--- src/rtl/par_hs_pkg.sv ---
package par_hs_pkg;

    typedef enum logic [3:0] {
        ST_RSY_WAIT,
        ST_RSY_DROP,
        ST_RSY_ACK,
        ST_RPL_WAIT,
        ST_RPL_DROP,
        ST_RPL_ACK,
        ST_IDLE,
        ST_IDLE_DROP,
        ST_LEN_ACK,
        ST_DATA_WAIT,
        ST_DATA_ACK
    } hs_state_e;

    localparam logic [7:0] RESYNC_CODE = 8'h5A;
    localparam logic [7:0] ACKSYNC_CODE = 8'h07;

endpackage

--- src/rtl/hs_in_sync.sv ---
module hs_in_sync #(
    parameter int STAGES = 2,
    parameter int WIDTH  = 2
) (
    input  logic             clk,
    input  logic             rst_n,
    input  logic [WIDTH-1:0] d,
    output logic [WIDTH-1:0] q
);

    logic [WIDTH-1:0] pipe [STAGES];

    generate
        for (genvar s = 0; s < STAGES; s++) begin : g_stage
            if (s == 0) begin : g_first
                always_ff @(posedge clk or negedge rst_n) begin
                    if (!rst_n) pipe[s] <= '0;
                    else        pipe[s] <= d;
                end
            end else begin : g_next
                always_ff @(posedge clk or negedge rst_n) begin
                    if (!rst_n) pipe[s] <= '0;
                    else        pipe[s] <= pipe[s-1];
                end
            end
        end
    endgenerate

    assign q = pipe[STAGES-1];

endmodule

--- src/rtl/hs_wdog.sv ---
module hs_wdog #(
    parameter int CYCLES = 8_400_000
) (
    input  logic clk,
    input  logic rst_n,
    input  logic run,
    output logic expire
);

    localparam int CNT_W = $clog2(CYCLES + 1);

    logic [CNT_W-1:0] cnt_q;

    assign expire = run && (cnt_q == CNT_W'(CYCLES - 1));

    always_ff @(posedge clk or negedge rst_n) begin
        if (!rst_n)               cnt_q <= '0;
        else if (!run || expire)  cnt_q <= '0;
        else                      cnt_q <= cnt_q + 1'b1;
    end

    // the window counter never passes its limit
    p_cnt_bound_r5: assert property (@(posedge clk) disable iff (!rst_n)
        run |-> (cnt_q < CNT_W'(CYCLES)));

    // after an expiry the count starts again from zero
    p_restart_r5: assert property (@(posedge clk) disable iff (!rst_n)
        expire |=> (cnt_q == '0));

endmodule

--- src/rtl/hs_len_cnt.sv ---
module hs_len_cnt #(
    parameter int LEN_W = 8
) (
    input  logic             clk,
    input  logic             rst_n,
    input  logic             load,
    input  logic [LEN_W-1:0] load_val,
    input  logic             dec,
    output logic             empty,
    output logic             last
);

    logic [LEN_W-1:0] rem_q;

    always_ff @(posedge clk or negedge rst_n) begin
        if (!rst_n)                        rem_q <= '0;
        else if (load)                     rem_q <= load_val;
        else if (dec && rem_q != '0)       rem_q <= rem_q - 1'b1;
    end

    assign empty = (rem_q == '0);
    assign last  = (rem_q == LEN_W'(1));

    // a data cycle is never counted when nothing is left
    p_no_underflow_r11: assert property (@(posedge clk) disable iff (!rst_n)
        dec |-> !empty);

    // a load never coincides with a count-down
    p_load_excl_r7: assert property (@(posedge clk) disable iff (!rst_n)
        !(load && dec));

endmodule

--- src/rtl/par_hs_slave.sv ---
module par_hs_slave
    import par_hs_pkg::*;
#(
    parameter int WDOG_CYCLES = 8_400_000,
    parameter int SYNC_STAGES = 2,
    parameter int DATA_W      = 8
) (
    input  logic              clk,
    input  logic              rst_n,
    input  logic              cs_n,
    input  logic              rw,
    input  logic [DATA_W-1:0] data_in,
    output logic [DATA_W-1:0] data_out,
    output logic              data_oe,
    output logic              hs,
    output logic [DATA_W-1:0] rx_data,
    output logic              rx_valid,
    input  logic [DATA_W-1:0] tx_data,
    output logic              tx_pop,
    output logic              busy,
    output logic              sync_done,
    output logic              wd_err
);

    localparam int CTRL_W = 2;

    hs_state_e st_q, st_d;

    logic [CTRL_W-1:0] ctrl_s;
    logic cs_act, rw_s, cs_prev_q, cs_rise, cs_fall;
    logic wd_run, wd_exp;
    logic take_len, take_dat;
    logic len_empty, len_last;
    logic rx_valid_q, tx_pop_q, rd_q, err_q;
    logic [DATA_W-1:0] rx_q, out_q;
    logic is_resync;

    hs_in_sync #(.STAGES(SYNC_STAGES), .WIDTH(CTRL_W)) u_sync (
        .clk   (clk),
        .rst_n (rst_n),
        .d     ({~cs_n, rw}),
        .q     (ctrl_s)
    );

    assign cs_act  = ctrl_s[1];
    assign rw_s    = ctrl_s[0];
    assign cs_rise = cs_act && !cs_prev_q;
    assign cs_fall = !cs_act && cs_prev_q;

    assign wd_run = (st_q == ST_RSY_WAIT) || (st_q == ST_RSY_DROP);

    hs_wdog #(.CYCLES(WDOG_CYCLES)) u_wdog (
        .clk    (clk),
        .rst_n  (rst_n),
        .run    (wd_run),
        .expire (wd_exp)
    );

    assign take_len  = (st_q == ST_IDLE) && cs_rise && !rw_s;
    assign take_dat  = (st_q == ST_DATA_WAIT) && cs_rise;
    assign is_resync = !rw_s && (data_in == DATA_W'(RESYNC_CODE));

    hs_len_cnt #(.LEN_W(DATA_W)) u_len (
        .clk      (clk),
        .rst_n    (rst_n),
        .load     (take_len),
        .load_val (data_in),
        .dec      (take_dat),
        .empty    (len_empty),
        .last     (len_last)
    );

    // State register
    always_ff @(posedge clk or negedge rst_n) begin
        if (!rst_n) st_q <= ST_RSY_WAIT;
        else        st_q <= st_d;
    end

    // Next-state logic
    always_comb begin
        st_d = st_q;
        unique case (st_q)
            ST_RSY_WAIT: begin
                if (wd_exp)         st_d = ST_RSY_WAIT;
                else if (cs_rise)   st_d = is_resync ? ST_RSY_ACK : ST_RSY_DROP;
            end
            ST_RSY_DROP: begin
                if (wd_exp || cs_fall) st_d = ST_RSY_WAIT;
            end
            ST_RSY_ACK: begin
                if (cs_fall) st_d = ST_RPL_WAIT;
            end
            ST_RPL_WAIT: begin
                if (cs_rise) st_d = rw_s ? ST_RPL_ACK : ST_RPL_DROP;
            end
            ST_RPL_DROP: begin
                if (cs_fall) st_d = ST_RPL_WAIT;
            end
            ST_RPL_ACK: begin
                if (cs_fall) st_d = ST_IDLE;
            end
            ST_IDLE: begin
                if (cs_rise) st_d = rw_s ? ST_IDLE_DROP : ST_LEN_ACK;
            end
            ST_IDLE_DROP: begin
                if (cs_fall) st_d = ST_IDLE;
            end
            ST_LEN_ACK: begin
                if (cs_fall) st_d = len_empty ? ST_IDLE : ST_DATA_WAIT;
            end
            ST_DATA_WAIT: begin
                if (cs_rise) st_d = ST_DATA_ACK;
            end
            ST_DATA_ACK: begin
                if (cs_fall) st_d = len_empty ? ST_IDLE : ST_DATA_WAIT;
            end
            default: st_d = ST_RSY_WAIT;
        endcase
    end

    // Datapath registers and strobes
    always_ff @(posedge clk or negedge rst_n) begin
        if (!rst_n) begin
            cs_prev_q  <= 1'b0;
            rx_valid_q <= 1'b0;
            tx_pop_q   <= 1'b0;
            rd_q       <= 1'b0;
            err_q      <= 1'b0;
            rx_q       <= '0;
            out_q      <= '0;
        end else begin
            cs_prev_q  <= cs_act;
            rx_valid_q <= take_dat && !rw_s;
            tx_pop_q   <= take_dat && rw_s;
            err_q      <= wd_exp;
            if (take_dat) begin
                rd_q <= rw_s;
                if (rw_s) out_q <= tx_data;
                else      rx_q  <= data_in;
            end
            if ((st_q == ST_RPL_WAIT) && cs_rise && rw_s) begin
                out_q <= DATA_W'(ACKSYNC_CODE);
            end
        end
    end

    // Outputs decoded from state
    always_comb begin
        hs        = 1'b0;
        data_oe   = 1'b0;
        busy      = 1'b0;
        sync_done = 1'b0;
        unique case (st_q)
            ST_RSY_WAIT, ST_RPL_WAIT: ;
            ST_RSY_DROP, ST_RSY_ACK, ST_RPL_DROP: hs = 1'b1;
            ST_RPL_ACK: begin
                hs      = 1'b1;
                data_oe = 1'b1;
            end
            ST_IDLE: sync_done = 1'b1;
            ST_IDLE_DROP, ST_LEN_ACK: begin
                hs        = 1'b1;
                sync_done = 1'b1;
            end
            ST_DATA_WAIT: begin
                busy      = 1'b1;
                sync_done = 1'b1;
            end
            ST_DATA_ACK: begin
                hs        = 1'b1;
                busy      = 1'b1;
                sync_done = 1'b1;
                data_oe   = rd_q;
            end
            default: ;
        endcase
    end

    assign data_out = out_q;
    assign rx_data  = rx_q;
    assign rx_valid = rx_valid_q;
    assign tx_pop   = tx_pop_q;
    assign wd_err   = err_q;

    // the acknowledge only rises while the master selects the slave
    p_hs_needs_cs_r2: assert property (@(posedge clk) disable iff (!rst_n)
        $rose(hs) |-> cs_act);

    // the acknowledge is held until the select is released
    p_hs_hold_r2: assert property (@(posedge clk) disable iff (!rst_n)
        (hs && cs_act) |=> hs);

    // the error is a single-cycle pulse
    p_err_pulse_r5: assert property (@(posedge clk) disable iff (!rst_n)
        wd_err |=> !wd_err);

    // no watchdog error once synchronized
    p_no_err_synced_r6: assert property (@(posedge clk) disable iff (!rst_n)
        sync_done |-> !wd_err);

    // received strobes only inside a transfer
    p_rx_in_xfer_r8: assert property (@(posedge clk) disable iff (!rst_n)
        rx_valid |-> busy);

    // a pop always comes with the bus being driven
    p_pop_drives_r9: assert property (@(posedge clk) disable iff (!rst_n)
        tx_pop |-> (data_oe && hs));

    // the bus is driven only during an acknowledge
    p_oe_in_ack_r12: assert property (@(posedge clk) disable iff (!rst_n)
        data_oe |-> hs);

endmodule

--- config.mk ---
export PLATFORM = sky130hd
export DESIGN_NAME = par_hs_slave
export DESIGN_NICKNAME = d
export VERILOG_FILES = /design/src/rtl/par_hs_pkg.sv /design/src/rtl/hs_in_sync.sv /design/src/rtl/hs_wdog.sv /design/src/rtl/hs_len_cnt.sv /design/src/rtl/par_hs_slave.sv
export SDC_FILE = /design/constraint.sdc
export NUM_CORES = 1
export LEC_CHECK = 0
export ABC_AREA = 1
export BUFFER_PORTS_ARGS = -buffer_cell sky130_fd_sc_hd__clkbuf_2
export CORE_MARGIN = 4
export CORE_UTILIZATION = 45
export CTS_BUF_LIST = sky130_fd_sc_hd__clkbuf_8
export CTS_CLUSTER_DIAMETER = 40
export DETAILED_ROUTE_END_ITERATION = 8
export PLACE_DENSITY = 0.73
export SLEW_MARGIN = 20
export SYNTH_ARGS = -nofsm -noshare
export SYNTH_HDL_FRONTEND = slang
export SYNTH_SLANG_ARGS = --single-unit
--- constraint.sdc ---
create_clock -name clk -period 1.6 [get_ports clk]
set_input_delay 0.08 -clock clk [delete_from_list [all_inputs] [get_ports clk]]
set_output_delay 0.08 -clock clk [all_outputs]
set_load 0.005 [all_outputs]
After elaboration in Yosys (flattened, before gate mapping)
Index checks and enable logic that the tools add are counted. W data, S select, Z words.

Add/sub/neg operators: 2. $mul: 0. Divide/modulo/power cells: 0. $lt $le $gt $ge: 0. Eq/ne operators: 20. Shifts and indexed selects: 0. Muxes and demuxes: 24. Bitwise gates (word level): 2. Reductions and logical operators: 34.

Operators by type and width (number): $mux W4 (11); $mux W8 (5); $pmux W4 S8 (1); $add A24 B1 Y24 const B (1); $eq A24 B24 Y1 const B (1); $mux W24 (1); $eq A4 B3 Y1 const B (4); $eq A4 B4 Y1 const B (3); $logic_and A1 B1 Y1 (12); $eq A4 B2 Y1 const B (2); $eq A8 B7 Y1 const B (1); $logic_not A8 Y1 (1); $ne A2 B1 Y1 const B (4); $reduce_and A8 Y1 (1); $reduce_bool A8 Y1 (1); $reduce_or A2 Y1 (4); $sub A8 B1 Y8 const B (1); $reduce_or A7 Y1 (1); $ne A2 B2 Y1 const B (3); $reduce_bool A2 Y1 (3); $reduce_or A5 Y1 (1); $eq A4 B1 Y1 const B (1); $logic_not A1 Y1 (4); $logic_not A4 Y1 (1); other kinds (7) (14).

Register bits: 61. Latch bits: 0. RAM bits: 0. ROM bits: 0. Input bits: 20. Output and inout port bits: 23. Word-level logic and storage cells: 94. Memories kept: 0.

Logic depth before layout (Yosys ltp)
Depth after elaboration: 6. Mapped depth: 12. Gate-level depth less buffers: 11.

Cells and area by module
A second synthesis with hierarchy kept.

Cell total of the unflattened synthesis: 497. Area, all modules: 3683.5 µm².

By module, submodules not included: hs_wdog (instances 1, cells each 221, area each 1547.7 µm², sequential area each 600.6 µm²); par_hs_slave (instances 1, cells each 191, area each 1417.6 µm², sequential area each 625.6 µm²); hs_len_cnt (instances 1, cells each 79, area each 603.1 µm², sequential area each 200.2 µm²); hs_in_sync (instances 1, cells each 6, area each 115.1 µm², sequential area each 100.1 µm²).

Worst setup path before layout
Ideal clock, no wire load.

Path kind: reg2reg. Start: register u_wdog.cnt_q[0]. End: register u_wdog.cnt_q[18]. Setup time: 0.123 ns. Arrival: 1.344 ns. Data required time: 1.477 ns. Path slack: 0.132 ns. Cell stages (with the launch flop): 9. Path buffers: 0. Period minus slack after synthesis: 1.468 ns. Cell sequence: dfrtp_1 ha_1 nand3_4 nor2_2 nand4_1 nor2_1 nand2_1 o21ai_0 a21oi_1.

Word-level cells in the longest chain between the ends: 4. Elaborated cells on any way between the ends: 5. Classes of those cells: 1 x add/sub; 1 x eq/ne; 1 x mux; 2 x reduce/logical.

Ends and longest elaborated chain: start, declared (line hs_wdog.sv:12) `logic [CNT_W-1:0] cnt_q;`; start signal, assigned (line hs_wdog.sv:19) `else cnt_q <= cnt_q + 1'b1;`; parallel branches: the longest is 3 deep, another holds $add A24 B1 Y24; $mux W24 (*) (line hs_wdog.sv:18) `else if (!run || expire) cnt_q <= '0;`.

Mark *: on every way between the ends. A chain may end at the register's enable or synchronous reset.

Final worst setup path
Start: register u_len.rem_q[0]. End: register u_len.rem_q[1].

Word-level cells in the longest chain between the ends: 3. Elaborated cells on any way between the ends: 6. Classes of those cells: 1 x add/sub; 2 x mux; 3 x reduce/logical.

Ends and longest elaborated chain: start, declared (line hs_len_cnt.sv:13) `logic [LEN_W-1:0] rem_q;`; start signal, assigned (line hs_len_cnt.sv:17) `else if (load) rem_q <= load_val;`; start signal, assigned (line hs_len_cnt.sv:18) `else if (dec && rem_q != '0) rem_q <= rem_q - 1'b1;`; $sub A8 B1 Y8 / $reduce_bool A8 Y1 (equally long branches) (line hs_len_cnt.sv:18); $mux W8 / $logic_and A1 B1 Y1 (equally long branches) (line hs_len_cnt.sv:18); $mux W8 / $reduce_bool A2 Y1 (equally long branches).

Several ways; a longest one is shown, not always the timed one. The select of a mux whose other input is x is not followed.

==> results.py <==
metrics = {
    "critical_path": {
        "critPathLaunchType": "flip-flop",
        "critPathKind": "reg2reg",
        "crit_fanout": 5,
        "crit_path_end_kind": "flip-flop",
        "cp.required_ps": 1840,
        "r2r_cells": 10,
        "reg2reg_slack_ps": 20,
        "rr_startpoint": "u_len.rem_q[0]$_DFFE_PN0P_",
        "timing.rr.end": "u_len.rem_q[1]$_DFFE_PN0P_",
        "cp.arrival_ps": 1820,
    },
    "timing": {
        "worstMarginPinSlew_ps": 412,
        "skew_ps": 9.94,
        "slew_headroom": 0.723,
        "report.final.slew_viol_count": 0,
        "finalSetupTns_ps": 0,
        "rsz0062_at_grt": "yes",
        "finalCritPeriodShare": 0.988,
        "hold_viol": 0,
        "period_needed_ps": 1580,
        "setup_viol": 0,
        "fmaxAchievable_mhz": 633,
    },
    "pwr": {
        "p_sw_mw": 2.32,
        "p_int_mw": 3.80,
        "p_leak_nw": 2.17,
        "ir_drop_mv": 0.540,
        "powerDensity_nw_per_um2": 1400,
        "seqPwrFrac": 0.356,
        "clkPwrFrac": 0.248,
        "switching_share": 0.379,
        "power.share.combinational": 0.396,
    },
    "drt": {
        "wirelength_um": 8290,
        "ant_nets": 0,
        "first_iter_violations": 164,
        "dr.pass1.iters": 4,
        "post_drt_wl_per_cell_um": 13.6,
        "vias_per_cell": 5.02,
        "vias": 3060,
        "drc": 0,
    },
    "cts": {
        "htree_levels": 3,
        "cts-buffers-inserted": 9,
        "cts_root_buf": "clkbuf_8",
        "clk_latency_ps": 350,
        "clkTransAtPathRegs_ps": 80,
        "cts_tree": "done",
        "clock-sinks": 61,
        "max-clock-path-buffers": 2,
    },
    "global_route": {
        "grt_pass1_vias": 2870,
        "gr-usage-all-layers": 0.193,
        "grt_pass1_wl_um": 13300,
        "antenna_found_initial": 0,
        "grt_max_degree": 62,
        "grt.overflow.total": 0,
    },
    "synth": {
        "synth.most_common_cell": "nand2_1",
        "netlist_instances": 412,
        "synth_flop_cell": "dfrtp_1",
        "synth_area_leaders": "dfrtp_1 46%, nand2_1 11%, nor2_1 6.4%, inv_1 5.9%, nand3_1 4.5%",
        "synth_top_area_frac": 0.462,
        "synth_edf_count": 0,
        "synth_area_per_cell_um2": 8.01,
        "synth.cell_area_um2": 3300,
        "async_reset_ff_frac": 1.00,
        "yosys_warnings": 0,
        "yosysSeqAreaShare": 0.462,
        "syn_nets": 435,
        "ys_ff_latch": 61,
        "synth_top_cell_by_area": "dfrtp_1",
        "synth.distinct_cells": 35,
        "synth_common_cells": "96 x nand2_1, 61 x dfrtp_1, 56 x nor2_1",
    },
    "status": {
        "status": "finished clean",
    },
    "placed_design": {
        "hpwl_um": 5450,
        "portBuffers": 42,
        "routabilityCongestion": 0.947,
        "dp_cells": 563,
    },
    "floorplanning": {
        "die_area_um2": 8770,
        "fp-row-count": 30,
        "fp.dieW_um": 93.7,
        "die_y_um": 93.7,
        "start_util": 0.475,
        "core_um2": 6940,
        "io_pins": 43,
    },
    "cells_and_area": {
        "n_fill_cell": 566,
        "finalNetCount": 531,
        "layout-drive-gt1-share": 0.304,
        "fin_cells": 609,
        "layout-area-overhead-vs-synth_pct": 32.8,
        "num_antenna_cells": 0,
    },
    "hold_path": {
        "min_from": "data_in[4]",
        "min_to": "rx_data[4]$_DFFE_PN0P_",
        "hold_class": "in2reg",
        "hold_depth": 3,
    },
    "job": {
        "maxCapViolCount": 0,
    },
}
## kinds of logic (layout without fill, tap and decap cells)
group	after synthesis	in the layout	synth area share
DFF	61	61	0.462
adders and majority gates	3	3	0.0114
xor gates and xnor gates	18	18	0.0477
and+or+nand+nor	233	233	0.330
AOI/OAI and AO/OA	33	33	0.0697
buffers and inverters	64	165	0.0792
## metrics by stage
stage | power [mW] | utilization | setup WS [ps] | cell area (um2) | hold slack [ps]
after global placement | 4.13 | 0.540 | 11.4 | 3750 | 117
after floorplan | 3.53 | - | 132 | 3300 | -216
after detailed placement | 4.20 | 0.540 | -36.8 | 3750 | 117
after CTS | 5.81 | 0.600 | 6.20 | 4170 | 8.47
final | 6.12 | 0.632 | 19.5 | 4390 | 17.6
after global routing | 6.55 | 0.632 | -88.4 | 4390 | 19.3
## critical path, cell delays in order, from the launching register on
cell	delay, ps
dfrtp_1	400
inv_2	80
ha_1	170
nand3_2	110
nor3_4	260
inv_2	70
nand2_2	80
nand2_2	90
inv_2	90
nand2_1	50
o221ai_1	80
## what timing repair did
action,in CTS,in global routing
hold endpoints to repair,78,0
setup endpoints to repair,11,42
cloned,0,0
buffers inserted,0,12
hold buffers,18,0
pin swaps,0,7
resized for setup,6,39
## cell type report
cell class	count	area (um2)	area share
Timing Repair Buffer	89	637	0.145
Clock inverter	7	91.3	0.0208
Sequential cell	61	1530	0.349
Clock buffer	9	124	0.0282
Tap cell	96	120	0.0274
Inverter	60	228	0.0519
Multi-Input combinational cell	287	1660	0.378
## power by group through the flow
stage / sequential [mW] / combinational [mW] / clock (mW)
floorplan: 2.14 / 1.39 / 0
global placement: 2.15 / 1.98 / 0
detailed placement: 2.17 / 2.03 / 0
CTS: 2.15 / 2.11 / 1.56
global route: 2.22 / 2.71 / 1.63
finish: 2.18 / 2.43 / 1.52
## layer usage
metal | share of wire | global-route usage | wire length, um | vias up
met1 | 0.43 | 0.253 | 3560 | 1436
met3 | 0.049 | 0.0369 | 407 | 20
met4 | 0.027 | 0.0830 | 223 | 0
li1 | - | - | - | 1515
met5 | 0 | 0 | 0 | -
met2 | 0.49 | 0.313 | 4100 | 89
## flip-flops by register name, summed over array words and instances (netlist names)
name,flops
u_wdog.cnt_q,24
tx_pop,1
cs_prev_q,1
u_len.rem_q,8
rd_q,1
st_q,4
wd_err,1
data_out,8
u_sync.q,2
rx_valid,1
u_sync.pipe,2
rx_data,8
## how the worst max path moves through the flow
| stage | from | end | slack (ps) | cells after the start |
|---|---|---|---|---|
| 4_1_cts | st_q[2]$_DFFE_PN0P_ | hs | 6 | 6 |
| 6_report | u_len.rem_q[0]$_DFFE_PN0P_ | u_len.rem_q[1]$_DFFE_PN0P_ | 20 | 10 |
| 2_1_floorplan | u_wdog.cnt_q[0]$_DFF_PN0_ | u_wdog.cnt_q[18]$_DFF_PN0_ | 130 | 8 |
| 3_5_place_dp | u_len.rem_q[0]$_DFFE_PN0P_ | u_len.rem_q[1]$_DFFE_PN0P_ | -40 | 10 |
| 3_3_place_gp | u_len.rem_q[0]$_DFFE_PN0P_ | u_len.rem_q[1]$_DFFE_PN0P_ | 10 | 10 |
| 5_1_grt | u_wdog.cnt_q[13]$_DFF_PN0_ | st_q[1]$_DFFE_PN0P_ | -90 | 11 |
## cells in the final DEF (no fill, tap or decap), types with 3 or more instances in the layout
master         count
nand4_1           10
inv_1             47
nor2_2             7
nor3_1            10
nor3_2             4
nand2_2           15
buf_4             26
nand3_2            3
nor2_1            48
clkinvlp_4         3
nand3_1           27
clkbuf_8           9
o21ai_2            8
o21ai_0            3
clkbuf_2          42
xnor2_1            6
o221ai_1           6
a21oi_1            9
nand2_1           88
nor2_4             8
dlygate4sd3_1     18
xor2_1            12
dfrtp_1           59
inv_2             13
Note: power is estimated with default switching activity, not from simulation.
